File: src/rtl/apv_pkg.sv
package apv_pkg;
   localparam int unsigned VEC_LINE_W      = 128;
   localparam int unsigned LINE_BYTES_LOG2 = $clog2(VEC_LINE_W / 8);
   localparam int unsigned MODE_W          = 3;

   localparam logic [MODE_W-1:0] MODE_OFF   = 3'd0;
   localparam logic [MODE_W-1:0] MODE_WPROT = 3'd1;
   localparam logic [MODE_W-1:0] MODE_FULL  = 3'd2;
   localparam logic [MODE_W-1:0] MODE_PASS  = 3'd3;

   typedef enum logic [2:0] {
      ST_IDLE   = 3'd0,
      ST_LOOKUP = 3'd1,
      ST_FETCH  = 3'd2,
      ST_WAIT   = 3'd3,
      ST_RESP   = 3'd4
   } chk_state_e;
endpackage

File: src/rtl/apv_page_index.sv
module apv_page_index
   import apv_pkg::*;
#(
   parameter  int unsigned ADDR_W        = 32,
   parameter  int unsigned PAGE_LOG2_MIN = 12,
   parameter  int unsigned SHIFT_W       = 3,
   parameter  int unsigned SEL_W         = 7,
   localparam int unsigned LIDX_W        = ADDR_W - PAGE_LOG2_MIN - SEL_W
) (
   input  logic [ADDR_W-1:0]  addr,
   input  logic [ADDR_W-1:0]  base,
   input  logic [SHIFT_W-1:0] shift,
   output logic [LIDX_W-1:0]  line_idx,
   output logic [SEL_W-1:0]   bit_pos,
   output logic [ADDR_W-1:0]  fetch_addr
);
   localparam int unsigned AMT_W = $clog2(ADDR_W) + 1;

   if (PAGE_LOG2_MIN + SEL_W + (2 ** SHIFT_W) - 1 > ADDR_W) begin : g_bad_shift
      $error("page shift range exceeds address width");
   end

   logic [AMT_W-1:0]  amt;
   logic [ADDR_W-1:0] page_num;

   assign amt        = AMT_W'(PAGE_LOG2_MIN) + AMT_W'(shift);
   assign page_num   = addr >> amt;
   assign line_idx   = page_num[SEL_W +: LIDX_W];
   assign bit_pos    = SEL_W'((1 << SEL_W) - 1) - page_num[SEL_W-1:0];
   assign fetch_addr = base + (ADDR_W'(line_idx) << LINE_BYTES_LOG2);
endmodule

File: config.mk
export PLATFORM = sky130hd
export DESIGN_NAME = apv_page_index
export DESIGN_NICKNAME = d
export VERILOG_FILES = /design/src/rtl/apv_pkg.sv /design/src/rtl/apv_page_index.sv
export SDC_FILE = /design/constraint.sdc
export NUM_CORES = 1
export LEC_CHECK = 0
export BUFFER_PORTS_ARGS = -buffer_cell sky130_fd_sc_hd__clkbuf_2
export CAP_MARGIN = 10
export CORE_UTILIZATION = 43
export DETAILED_ROUTE_END_ITERATION = 12
export PLACE_DENSITY = 0.89
export SLEW_MARGIN = 20
export SYNTH_ARGS = -nofsm -noshare
export SYNTH_HDL_FRONTEND = slang
export SYNTH_SLANG_ARGS = --single-unit
File: constraint.sdc
create_clock -name vclk -period 5.05
set_input_delay 1.01 -clock vclk [all_inputs]
set_output_delay 1.01 -clock vclk [all_outputs]
set_load 0.01 [all_outputs]
==> impl_metrics.py <==
metrics = {
    "logic_synthesis": {
        "ys_warn_count": 0,
        "netlist_instances": 225,
        "ys_types": 46,
        "synth_nets": 306,
        "yosysTopAreaCell": "ha_1",
        "syn-cell-area_sq_um": 1588,
        "netlist_top_cells_area": "ha_1 10%, mux2i_1 7.6%, xor2_1 7.2%, nand2_1 6.9%, xnor2_1 6.6%",
        "avgSynthCellArea_sq_um": 7.057,
        "synth_top_area_share": 0.1024,
        "yosysSeqAreaShare": 0,
    },
    "timing": {
        "fmax_ghz": 0.2073,
        "period_share": 0.9552,
        "rsz0062_at_grt": "false",
        "min_period_ns": 4.824,
        "hold_viol_final": 0,
        "finalMaxSlewViolations": 0,
        "slew_headroom": 0.6131,
        "setup_viol": 0,
        "tightest_slew_ns": 0.5754,
        "setup_tns_ns": 0,
    },
    "setup_path": {
        "crit_required_ns": 4.04,
        "critical_path_class": "in2out",
        "crit_fanout": 11,
        "cp-start-kind": "primary input",
        "crit_chain": "buf_4 > mux2_2 > o211ai_1 > o21ai_1 > ha_1 > fa_1 > a21o_1 > a221oi_4 > o21ai_2 > a21oi_4 > nor3b_2 > xor2_1 > clkbuf_2",
        "startpoint": "shift[0]",
        "slowest_stage": "fa_1",
        "cp_data_arrival_time_ns": 3.81,
        "path_depth": 13,
        "end_kind": "primary output",
        "path_delay_family": "compound AO/OA/AOI/OAI gates",
        "path_buf_inv": 2,
        "slowest_delay_ns": 0.40,
        "endpoint": "fetch_addr[24]",
    },
    "finish": {
        "area_growth_pct": 33.02,
        "num_antenna_cells": 0,
        "nets": 398,
        "flops_and_latches": 0,
        "n_fill_cell": 325,
        "seq_area_sq_um": 0,
        "fin_area_sq_um": 2112,
        "clock_buffers": 0,
        "drive_gt1_frac": 0.3873,
    },
    "floorplan": {
        "die-area_sq_um": 3939,
        "die_x_um": 62.77,
        "die_h_um": 62.77,
        "placeableCoreArea_sq_um": 3442,
        "num_rows": 21,
        "start_util": 0.4613,
        "io_pins": 119,
    },
    "global_routing": {
        "grt_max_degree": 24,
        "grt_antenna_before_repair": 0,
        "grt.total_usage": 0.2275,
        "grt-ovfl-total": 0,
        "grt_pass1_wl_um": 7679,
        "first_global_vias": 1850,
    },
    "detailed_routing": {
        "ant_nets": 0,
        "drt_iter0_markers": 93,
        "drt_wl_total_um": 4541,
        "drcViolationCount": 0,
        "via_count": 1996,
        "first_pass_iters": 4,
        "via_per_inst": 5.529,
        "wire_per_inst_um": 12.58,
    },
    "place": {
        "place.gp.congestion": 0.8450,
        "hpwlAfterDp_um": 3822,
        "dpl-instance-area_sq_um": 2102,
        "io_buffers": 99,
    },
    "min_path": {
        "hold_path_class": "in2out",
    },
    "pwr": {
        "power.density_nw_per_um2": 139.0,
        "vdd.ir_drop.worst_uv": 80.32,
        "p_leak_nw": 1.131,
    },
    "run_status": {
        "outcome": "completed",
    },
    "run": {
        "cap_violations": 0,
    },
}
power by group:
group	internal [mW]	leakage [nW]	switching [mW]
clock	0	0	0
sequential	0	0	0
combinational	0.130	1.13	0.163
final cells by class:
class                      instances  area, sq um  area share
multi-input combinational        203         1485      0.7032
inverter                           7        26.28     0.01244
timing repair buffer             105        543.0      0.2571
tap                               46        57.56     0.02725
kinds of logic after synthesis:
kind of cell,synth area share
AND/OR/NAND/NOR,0.2585
AO/OA/AOI/OAI,0.2987
XOR/XNOR,0.1379
buffers and inverters,0.06463
multiplexers,0.1253
adder cells (fa/ha/maj),0.1151
metal layers:
layer / global-route usage / routed length, um / vias to the layer above
li1: - / - / 1008
met1: 0.3043 / 2106 / 905
met2: 0.4171 / 2171 / 81
met3: 0.009124 / 260 / 2
met4: 0.01163 / 4 / 0
met5: 0 / 0 / -
Yosys cell counts (all sizes together), types with 7 or more instances:
master / n
a211oi: 7
a21o: 9
a21oi: 18
and3: 8
buf: 8
clkbuf: 7
ha: 13
mux2i: 12
nand2: 29
nor2: 16
o21ai: 7
xnor2: 12
xor2: 13
how the worst min path moves through the flow:
| stage | slack [ns] | startpoint | cells past startpoint | end |
|---|---|---|---|---|
| after floorplan | 2.10 | base[17] | 1 | fetch_addr[17] |
| after global routing | 2.02 | base[1] | 0 | fetch_addr[1] |
| final | 2.02 | base[1] | 0 | fetch_addr[1] |
| after CTS | 2.02 | base[0] | 0 | fetch_addr[0] |
| after detailed placement | 2.02 | base[0] | 0 | fetch_addr[0] |
| after global placement | 2.02 | base[0] | 0 | fetch_addr[0] |
metrics by stage:
| step | hold slack, ns | util | setup slack (ns) | std cells | power [mW] |
|---|---|---|---|---|---|
| 2_1_floorplan | 2.100 | - | 0.3504 | 225 | 0.1909 |
| 3_3_place_gp | 2.020 | 0.6107 | 0.1545 | 360 | 0.2847 |
| 3_5_place_dp | 2.020 | 0.6107 | 0.1022 | 360 | 0.2893 |
| 4_1_cts | 2.020 | 0.6107 | 0.09919 | 360 | 0.2907 |
| 5_1_grt | 2.020 | 0.6136 | 0.01719 | 361 | 0.3239 |
| 6_report | 2.020 | 0.6136 | 0.2262 | 361 | 0.2936 |
layout by cell type, fill, tap and decap left out, types with 6 or more instances in the layout:
| master | instances |
|---|---|
| clkbuf_2 | 98 |
| nand2_1 | 29 |
| nor2_1 | 16 |
| a21oi_1 | 16 |
| xor2_1 | 13 |
| ha_1 | 13 |
| mux2i_1 | 12 |
| xnor2_1 | 12 |
| and3_1 | 8 |
| a21o_1 | 8 |
| buf_4 | 7 |
| a211oi_1 | 6 |
| nand3_1 | 6 |
| a31oi_1 | 6 |
timing repair:
item	4_1_cts	5_1_grt
gates resized for setup	0	4
setup buffers	0	1
hold buffers	0	0
hold endpoints to repair	0	0
setup endpoints to repair	0	12
(Power assumes the default switching activity.)
